--- src/rtl/pss_pkg.sv ---
package pss_pkg;
  typedef enum logic [1:0] {
    PS_STBY = 2'd0,
    PS_WARM = 2'd1,
    PS_OPER = 2'd2,
    PS_IDLE = 2'd3
  } pwr_state_e;
endpackage

--- src/rtl/pss_wake_filter.sv ---
module pss_wake_filter #(
  parameter int HOLD_TICKS  = 4096,
  parameter int BLANK_TICKS = 65536
) (
  input  logic clk,
  input  logic rst_n,
  input  logic tick,
  input  logic pin,
  output logic accept
);
  localparam int HW = $clog2(HOLD_TICKS + 1);
  localparam int BW = $clog2(BLANK_TICKS + 1);

  logic [1:0]    sync_q;
  logic [HW-1:0] hold_cnt;
  logic [BW-1:0] blank_cnt;
  logic          qual, qual_q, blank_done;

  assign blank_done = (blank_cnt == BW'(BLANK_TICKS));
  assign qual       = (hold_cnt == HW'(HOLD_TICKS));
  assign accept     = qual & ~qual_q;

  always_ff @(posedge clk) begin
    if (!rst_n) begin
      sync_q    <= '0;
      hold_cnt  <= '0;
      blank_cnt <= '0;
      qual_q    <= 1'b0;
    end else begin
      sync_q <= {sync_q[0], pin};
      qual_q <= qual;
      if (tick && !blank_done) blank_cnt <= blank_cnt + 1'b1;
      if (!sync_q[1] || !blank_done) hold_cnt <= '0;
      else if (tick && !qual) hold_cnt <= hold_cnt + 1'b1;
    end
  end
endmodule

--- src/rtl/pss_kbd_wake.sv ---
module pss_kbd_wake #(
  parameter int COLS      = 8,
  parameter int NARROW    = 6,
  parameter int DEB_TICKS = 16
) (
  input  logic            clk,
  input  logic            rst_n,
  input  logic            tick,
  input  logic [COLS-1:0] col,
  input  logic            six_col,
  input  logic            irq_en,
  input  logic            direct,
  output logic            irq,
  output logic            wake
);
  localparam int DW = $clog2(DEB_TICKS + 1);

  logic          any_wide, any_narrow, raw_q, deb_hit;
  logic [DW-1:0] deb_cnt;

  assign any_wide = |col;

  generate
    if (NARROW < COLS) begin : g_narrow
      assign any_narrow = |col[NARROW-1:0];
    end else begin : g_full
      assign any_narrow = any_wide;
    end
  endgenerate

  assign deb_hit = (deb_cnt == DW'(DEB_TICKS));

  always_ff @(posedge clk) begin
    if (!rst_n) begin
      deb_cnt <= '0;
      raw_q   <= 1'b0;
    end else begin
      raw_q <= any_narrow;
      if (!any_wide) deb_cnt <= '0;
      else if (tick && !deb_hit) deb_cnt <= deb_cnt + 1'b1;
    end
  end

  assign irq  = six_col ? raw_q : deb_hit;
  assign wake = irq & (irq_en | direct);
endmodule

--- src/rtl/pwr_state_seq.sv ---
module pwr_state_seq
  import pss_pkg::*;
#(
  parameter int               IRQ_W       = 8,
  parameter logic [IRQ_W-1:0] NOWAKE_MASK = 8'h07,
  parameter int               HOLD_TICKS  = 4096,
  parameter int               BLANK_TICKS = 65536,
  parameter int               KDEB_TICKS  = 16,
  parameter int               SETTLE_CLKS = 8,
  parameter int               KBD_COLS    = 8,
  parameter int               KBD_NARROW  = 6
) (
  input  logic                clk,
  input  logic                rst_n,
  input  logic                slow_tick,
  input  logic                halt_req,
  input  logic                stby_req,
  input  logic [IRQ_W-1:0]    irq_pend,
  input  logic [IRQ_W-1:0]    irq_en,
  input  logic                wake_pin,
  input  logic                power_fail,
  input  logic                ext_pwr,
  input  logic                batt_ok,
  input  logic                user_reset,
  input  logic [KBD_COLS-1:0] kbd_col,
  input  logic                kbd_six_col,
  input  logic                kbd_irq_en,
  input  logic                kbd_direct_wake,
  output logic                run,
  output logic                cpu_clk_en,
  output logic                cpu_rst_n,
  output logic                pll_en,
  output logic                kbd_irq
);
  localparam int SW = $clog2(SETTLE_CLKS + 1);

  pwr_state_e    state_q, state_d;
  logic          cold_q, cold_d;
  logic [SW-1:0] settle_cnt;
  logic          wake_acc, kbd_wake;
  logic          forced, pwr_ok, irq_any, irq_stby, stby_exit;

  pss_wake_filter #(
    .HOLD_TICKS (HOLD_TICKS),
    .BLANK_TICKS(BLANK_TICKS)
  ) wake_i (
    .clk   (clk),
    .rst_n (rst_n),
    .tick  (slow_tick),
    .pin   (wake_pin),
    .accept(wake_acc)
  );

  pss_kbd_wake #(
    .COLS     (KBD_COLS),
    .NARROW   (KBD_NARROW),
    .DEB_TICKS(KDEB_TICKS)
  ) kbd_i (
    .clk    (clk),
    .rst_n  (rst_n),
    .tick   (slow_tick),
    .col    (kbd_col),
    .six_col(kbd_six_col),
    .irq_en (kbd_irq_en),
    .direct (kbd_direct_wake),
    .irq    (kbd_irq),
    .wake   (kbd_wake)
  );

  assign forced    = power_fail | user_reset;
  assign pwr_ok    = ~power_fail & (ext_pwr | batt_ok);
  assign irq_any   = (|(irq_pend & irq_en)) | kbd_wake;
  assign irq_stby  = (|(irq_pend & irq_en & ~NOWAKE_MASK)) | kbd_wake;
  assign stby_exit = pwr_ok & ~user_reset & (wake_acc | (~cold_q & irq_stby));

  always_comb begin
    state_d = state_q;
    cold_d  = cold_q;
    unique case (state_q)
      PS_STBY: begin
        if (user_reset) cold_d = 1'b1;
        else if (stby_exit) state_d = PS_WARM;
      end
      PS_WARM: begin
        if (forced) begin
          state_d = PS_STBY;
          cold_d  = 1'b1;
        end else if (settle_cnt == SW'(SETTLE_CLKS - 1)) begin
          state_d = PS_OPER;
          cold_d  = 1'b0;
        end
      end
      PS_OPER: begin
        if (forced) begin
          state_d = PS_STBY;
          cold_d  = 1'b1;
        end else if (stby_req) state_d = PS_STBY;
        else if (halt_req) state_d = PS_IDLE;
      end
      PS_IDLE: begin
        if (forced) begin
          state_d = PS_STBY;
          cold_d  = 1'b1;
        end else if (irq_any) state_d = PS_OPER;
      end
      default: state_d = PS_STBY;
    endcase
  end

  always_ff @(posedge clk) begin
    if (!rst_n) begin
      state_q    <= PS_STBY;
      cold_q     <= 1'b1;
      settle_cnt <= '0;
    end else begin
      state_q <= state_d;
      cold_q  <= cold_d;
      if (state_q == PS_WARM) settle_cnt <= settle_cnt + 1'b1;
      else settle_cnt <= '0;
    end
  end

  assign run        = (state_q == PS_OPER) | (state_q == PS_IDLE);
  assign cpu_clk_en = (state_q == PS_OPER);
  assign pll_en     = (state_q != PS_STBY);
  assign cpu_rst_n  = ~cold_q;
endmodule

--- config.mk ---
export PLATFORM = sky130hd
export DESIGN_NAME = pwr_state_seq
export DESIGN_NICKNAME = d
export VERILOG_FILES = /design/src/rtl/pss_pkg.sv /design/src/rtl/pss_wake_filter.sv /design/src/rtl/pss_kbd_wake.sv /design/src/rtl/pwr_state_seq.sv
export SDC_FILE = /design/constraint.sdc
export NUM_CORES = 1
export LEC_CHECK = 0
export ABC_CLOCK_PERIOD_IN_PS = 4400
export BUFFER_PORTS_ARGS = -buffer_cell sky130_fd_sc_hd__buf_2
export CORE_MARGIN = 3
export CORE_UTILIZATION = 25
export DETAILED_ROUTE_END_ITERATION = 8
export HOLD_SLACK_MARGIN = 0.05
export PLACE_DENSITY = 0.4
export SYNTH_ARGS = -nofsm -noshare
export SYNTH_HDL_FRONTEND = slang
export SYNTH_HIERARCHICAL = 1
export SYNTH_SLANG_ARGS = --single-unit
--- constraint.sdc ---
create_clock -name clk -period 4.4 [get_ports clk]
set_clock_uncertainty 0.05 [all_clocks]
set_input_delay 0.22 -clock clk [delete_from_list [all_inputs] [get_ports clk]]
set_output_delay 0.22 -clock clk [all_outputs]
set_load 0.05 [all_outputs]
==> results.md, run 1 <==
* Worst Tran Pin Value at 0.5322 ns
* Reg2Reg Depth at 6
* RSZ-0062 raised after global routing: no
* Antenna Nets Post-Route at 0
* XOR/XNOR Fraction of Synth Area at 0.08960
* #FFs+latches synth at 46
* DR vias/cell at 4.836
* Clk_lat worst skew at 0.30 ns
* Root buffer cell: clkbuf_8
* Vias in the first global route at 1890
* VDD IR max at 0.1037 mV
* Pre-CTS setup slack at 2.130 ns
* Die height at 102.9 µm
* Crit end category: register
* Crit path kind: register to register
* Crit path time final at 2.242 ns
* Global placer's final weighted congestion at 0.7876
* Asr flop ratio synth at 0
* Distinct cells, synth at 48
* Compound-Gate Fraction of Synth Area at 0.1259
* DRT iter0 DRCs at 80
* Peak per-stage delay on the critical path at 0.52 ns
* Clock-pin slew on the worst setup and hold paths at 0.09 ns
* Worst-case hold slack at 0.07277 ns
* Synthesized net count at 313
* Slew Limit Headroom at 0.6448
* Hold WC Path Type: input port to register
* Post-CTS Hold Buffers at 0
* Overflow after GRT at 0
* CP required at 4.57 ns
* Synth Cell Area at 2346 µm²
* Routed len/inst at 12.87 µm
* Post-Synth Simple-Gate Area at 0.3099
* Mapped Cells at 269
* CTS tree: done
* Sinks on the clock net at 46
* Fin crit share at 0.5096
* Power Dens Cells at 291.2 nW/µm²
* CP max FO at 13
* Worst path bufs/invs at 1
* Hold Crit Depth at 2
* TritonCTS Buffers at 5
* Die Width at 102.9 µm
* Status: finished, final reports clean
* Fillers at 968
* All-Layer GR Usage at 0.1045
* Post-synth EDFFs at 0
* # DRC at 0
* Hold Violations, Final at 0
* I/O Pins at 42
* MaxCap Viol Count at 0
* Diode count at 0
* Final setup TNS at 0 ns
* WL final at 5407 µm
* Synth Area in Adders at 0.03733
* Largest family of logic cells by synthesized area: simple AND/OR/NAND/NOR gates
* Initial core utilization at 0.2626
* Row cnt at 34
* Core area at 8934 µm²
* Placement-stage cell area at 2655 µm²
* Crit path DAT at 2.41 ns
* Area grow syn2layout at 17.71%
* Layout cells sized above 1 at 0.2019
* Htree depth at 2
* Nets@finish at 355
* Crit path cell chain: inv_1 -> ha_1 -> or4b_1 -> nor4_1 -> nand3_1 -> a21oi_1
* Syn avg cell area at 8.721 µm²
* DIE AREA at 10580 µm²
* Fin worst setup slack at 2.158 ns
* Final Cell Area at 2761 µm²
* LEAKAGE at 0.9902 nW
* Setup Fix Bufs, Post-CTS at 0
* FMAX at 0.4460 GHz
* Register area share after synthesis at 0.3925
* Port bufs at 41
* Global-route wire length before repair at 8763 µm
* CP top delay family: simple AND/OR/NAND/NOR gates
* Post-CTS Resized at 0
* First-pass iteration count of the detailed router at 4
* Fin util at 0.3091
* Warnings, synthesis at 6
* Post-synthesis mux area share at 0.004267
* Number of stages on the worst setup path at 6
* Crit-path slowest cell: or4b_1
* Endpoints failing setup at 0
* Post-DP HPWL at 4011 µm
* Initial antenna violation count at 0
* Main flop type after synthesis: dfxtp_1
* Critical Path Start Type: register
* Largest net degree at the start of global routing at 24
* Clk buf depth at 2
* Vias after detailed routing at 2031
* Slew Limit Fails at 0
## final timing paths
path | start | end | slack (ns)
worst min-delay path | wake_pin | wake_i/sync_q[0] | 0.07
worst max register to register | wake_i/blank_cnt[0] | wake_i/hold_cnt[8] | 2.16
worst max-delay path | wake_i/blank_cnt[0] | wake_i/hold_cnt[8] | 2.16
worst min register to register | wake_i/sync_q[0] | wake_i/sync_q[1] | 0.39
## cell usage after synthesis, types with 2 or more instances
cell type	n	area share
a21oi_1	14	0.030
a22oi_1	3	0.0096
a2bb2oi_1	2	0.0075
a31o_2	3	0.011
a31oi_1	2	0.0053
and2_1	3	0.0080
and3_1	3	0.0080
clkbuf_1	3	0.0048
dfxtp_1	46	0.39
ha_1	7	0.037
inv_1	17	0.027
nand2_1	15	0.024
nand3_1	9	0.019
nand4_1	18	0.048
nor2_1	35	0.056
nor2b_1	2	0.0053
nor3_1	9	0.019
nor4_1	5	0.013
nor4b_1	3	0.011
o21a_1	2	0.0064
o21ai_0	9	0.019
o31ai_1	3	0.0096
o41ai_4	2	0.023
or2_2	2	0.0053
or3_1	4	0.011
or4_1	3	0.0096
or4_4	2	0.0096
xnor2_1	15	0.056
xor2_1	9	0.034
## state kept, by name, summed over array words and instances, names as in the netlist
register	cells
cold_q	1
kbd_i/deb_cnt	5
kbd_i/raw_q	1
settle_cnt	4
state_q	2
wake_i/blank_cnt	17
wake_i/hold_cnt	13
wake_i/qual_q	1
wake_i/sync_q	2
## cell usage in the layout (no fill, tap or decap), drive strengths merged
cell type / instances
dfxtp: 46
buf: 41
nor2: 35
nand4: 19
inv: 17
nand2: 15
xnor2: 15
a21oi: 14
nand3: 9
o21ai: 9
xor2: 9
nor3: 9
ha: 7
clkbuf: 7
nor4: 6
or4: 6
or3: 4
or2: 4
nor4b: 3
a22oi: 3
and3: 3
a31o: 3
and2: 3
o31ai: 3
or4b: 3
a2bb2oi: 2
nor2b: 2
a31oi: 2
o21a: 2
o41ai: 2
nand3b: 1
or3b: 1
and2b: 1
a221oi: 1
bufinv: 1
nand4bb: 1
nor4bb: 1
and4: 1
mux2i: 1
## power by group
part	total [mW]	internal [mW]	switching, mW
Clock	0.313	0.170	0.142
Sequential	0.427	0.422	0.00563
Combinational	0.0642	0.0290	0.0353
Total	0.804	0.621	0.183
## cell families (layout without fill, tap and decap cells)
| kind of cell | count (synthesis) | after routing |
|---|---|---|
| compound gates | 41 | 41 |
| xor+xnor | 24 | 24 |
| fa+ha+maj | 7 | 7 |
| buf+inv | 23 | 66 |
| flops | 46 | 46 |
| mux | 1 | 1 |
| simple gates | 127 | 127 |
## worst reg2reg max path, stage by stage (launching register included)
cell and delay (ns):
dfxtp_1 0.34, inv_1 0.10, ha_1 0.15, or4b_1 0.52, nor4_1 0.31, nand3_1 0.42, a21oi_1 0.27
## area by class of cell
type | instances | area (µm²) | area share
clock inverters | 1 | 30.03 | 0.01087
inverters | 17 | 63.81 | 0.02311
multi-input cells | 200 | 1330 | 0.4817
flip-flops and latches | 46 | 920.9 | 0.3335
well taps | 108 | 135.1 | 0.04894
clock buffers | 7 | 76.32 | 0.02764
repair buffers | 41 | 205.2 | 0.07431
## stage by stage
| step | power [mW] | cells |
|---|---|---|
| floorplan | 0.4731 | 269 |
| global placement | 0.5008 | 412 |
| detailed placement | 0.5016 | 412 |
| CTS | 0.8217 | 420 |
| global route | 0.8429 | 420 |
| finish | 0.8041 | 420 |
## metal layers
layer / routed length (µm) / GRT usage / share of wire / vias to the layer above
met5: 0 / 0 / 0 / -
met4: 90 / 0.03586 / 0.017 / 0
met3: 339 / 0.02977 / 0.063 / 8
met2: 2267 / 0.1658 / 0.42 / 50
met1: 2710 / 0.1363 / 0.50 / 918
li1: - / - / - / 1055
Power figures use the tool's default switching activity.
==> run 2, diff against run 1 <==
--- a/config.mk
+++ b/config.mk
@@ -5,7 +5,7 @@
 export SDC_FILE = /design/constraint.sdc
 export NUM_CORES = 1
 export LEC_CHECK = 0
-export ABC_CLOCK_PERIOD_IN_PS = 4400
+export ABC_CLOCK_PERIOD_IN_PS = 2100
 export BUFFER_PORTS_ARGS = -buffer_cell sky130_fd_sc_hd__buf_2
 export CORE_MARGIN = 3
 export CORE_UTILIZATION = 25
==> constraint.sdc (replaced) <==
create_clock -name clk -period 2.1 [get_ports clk]
set_clock_uncertainty 0.05 [all_clocks]
set_input_delay 0.105 -clock clk [delete_from_list [all_inputs] [get_ports clk]]
set_output_delay 0.105 -clock clk [all_outputs]
set_load 0.05 [all_outputs]
==> run 2 against run 1 <==
- core utilization increased by 1.3 points
- global-route usage is 0.20 points higher
- first-iteration DRC count up 28%
- clock power is 110% higher
- maximum frequency increased by 14%
- cell count is 2.6% higher
- flip-flop and latch count stayed put
==> results.md, run 2 (same netlist as run 1, synthesis figures left out) <==
* Status: finished, final reports clean
* FMAX at 0.5070 GHz
* Fin crit share at 0.9393
* Vias in the first global route at 1978
* Port bufs at 41
* Diode count at 0
* MaxCap Viol Count at 0
* Crit path time final at 1.972 ns
* Psw at 0.3873 mW
* Largest regs: wake_i/blank_cnt: 17 flops, wake_i/hold_cnt: 13 flops, kbd_i/deb_cnt: 5 flops
* Power Dens Cells at 590.4 nW/µm²
* VDD IR max at 0.2974 mV
* Clock-pin slew on the worst setup and hold paths at 0.09 ns
* Fin worst setup slack at 0.1275 ns
* Slew Limit Headroom at 0.6485
* CTS tree: done
* Worst Tran Pin Value at 0.5201 ns
* I/O Pins at 42
* Routed len/inst at 12.40 µm
* Layout cells sized above 1 at 0.2384
* Die Width at 102.9 µm
* RSZ-0062 raised after global routing: no
* # DRC at 0
* Final setup TNS at 0 ns
* Slew Limit Fails at 0
* Row cnt at 34
* First-pass iteration count of the detailed router at 4
* Nets@finish at 366
* Endpoints failing setup at 0
* CP max FO at 7
* Clock group share of total power at 0.385
* Largest net degree at the start of global routing at 17
* Most common library cell in the layout ignoring fill and taps: dfxtp_1
* Global-route wire length before repair at 9025 µm
* Crit end category: register
* Clk buf depth at 2
* CP top delay family: simple AND/OR/NAND/NOR gates
* Most frequent cells in the layout: dfxtp_1 (46), buf_2 (41), nor2_1 (35), nand4_1 (18), inv_1 (17)
* Hold WC Path Type: input port to register
* Initial antenna violation count at 0
* Post-DP HPWL at 4009 µm
* Top reg by flops: wake_i/blank_cnt
* Antenna Nets Post-Route at 0
* Core area at 8934 µm²
* Root buffer cell: clkbuf_8
* Die height at 102.9 µm
* Htree depth at 2
* CP required at 2.28 ns
* Combinational fraction of design power at 0.090
* All-Layer GR Usage at 0.1065
* Seq pwr share at 0.525
* Peak per-stage delay on the critical path at 0.63 ns
* Hold Violations, Final at 0
* Crit path kind: register to register
* TritonCTS Buffers at 5
* Global placer's final weighted congestion at 0.7478
* Worst path bufs/invs at 2
* Pre-CTS setup slack at 0.02250 ns
* DIE AREA at 10580 µm²
* DRT iter0 DRCs at 102
* P_int at 1.313 mW
* Crit path cell chain: inv_1 -> ha_1 -> or4b_4 -> o41ai_4 -> buf_4 -> or4_2 -> a21oi_1
* Overflow after GRT at 0
* Area grow syn2layout at 22.77%
* Clk_lat worst skew at 0.30 ns
* Initial core utilization at 0.2626
* Vias after detailed routing at 2065
* Crit path DAT at 2.15 ns
* Crit-path slowest cell: or4_2
* LEAKAGE at 1.047 nW
* Critical Path Start Type: register
* Sinks on the clock net at 46
* Largest register FFs at 17
* Sw Ratio at 0.2277
* DR vias/cell at 4.791
* WL final at 5345 µm
[run 2: changes by cell type in the layout (fill, tap and decap cells not counted)]
cell	change
dlygate4sd3_1	+1
o21ai_0	-1
or4b_1	-1
buf_4	+10
ha_1	-1
ha_2	+1
o21ai_4	+1
nand4bb_4	+1
or4b_4	+1
nand4bb_1	-1
[run 2: stage by stage]
stage	util	hold slack [ns]	power [mW]	cell area [µm²]	std cells
4_1_cts	0.3190	0.05997	1.733	2850	430
6_report	0.3224	0.08067	1.701	2880	431
3_3_place_gp	0.3060	0.2923	1.059	2734	421
2_1_floorplan	-	0.1573	0.9926	2357	269
3_5_place_dp	0.3060	0.2934	1.060	2734	421
5_1_grt	0.3224	0.07493	1.788	2880	431
[run 2: worst min-delay path, cell delays in order]
cell and delay, ns:
buf_2 0.16, nor2b_1 0.06, o21ai_0 0.06
[run 2: final timing paths]
kind / end / startpoint / slack (ns) / cells after the start
min: cold_q / user_reset / 0.08 / 3
max: wake_i/blank_cnt[11] / wake_i/blank_cnt[0] / 0.13 / 7
min reg2reg: wake_i/sync_q[1] / wake_i/sync_q[0] / 0.40 / 1
max reg2reg: wake_i/blank_cnt[11] / wake_i/blank_cnt[0] / 0.13 / 7
[run 2: what timing repair did]
action,CTS,global route
hold endpoints to repair,1,0
hold buffers,1,0
gates resized for setup,0,3
endpoints found under the setup margin,0,13
setup buffers,0,1
[run 2: per-layer routing]
| metal | GRT usage | up-vias | wire length, µm |
|---|---|---|---|
| met2 | 0.1718 | 48 | 2300 |
| met5 | 0 | - | 0 |
| met4 | 0.03386 | 0 | 63 |
| met1 | 0.1390 | 943 | 2647 |
| li1 | - | 1068 | - |
| met3 | 0.02842 | 6 | 332 |
[run 2: power by group through the flow]
stage                     logic, mW  clock network [mW]  registers, mW
after floorplan              0.0815                   0          0.911
after CTS                     0.149               0.691          0.892
after global routing          0.172               0.721          0.895
after global placement        0.146                   0          0.913
after detailed placement      0.147                   0          0.913
final                         0.153               0.655          0.892
[run 2: area by class of cell]
| class | instances | area, µm² |
|---|---|---|
| Clock buffer | 7 | 76.32 |
| Timing Repair Buffer | 52 | 290.3 |
| Tap cell | 108 | 135.1 |
| Inverter | 17 | 63.81 |
| Clock inverter | 1 | 30.03 |
| Fill cell | 943 | 6053 |
| Sequential cell | 46 | 920.9 |
| Multi-Input combinational cell | 200 | 1364 |
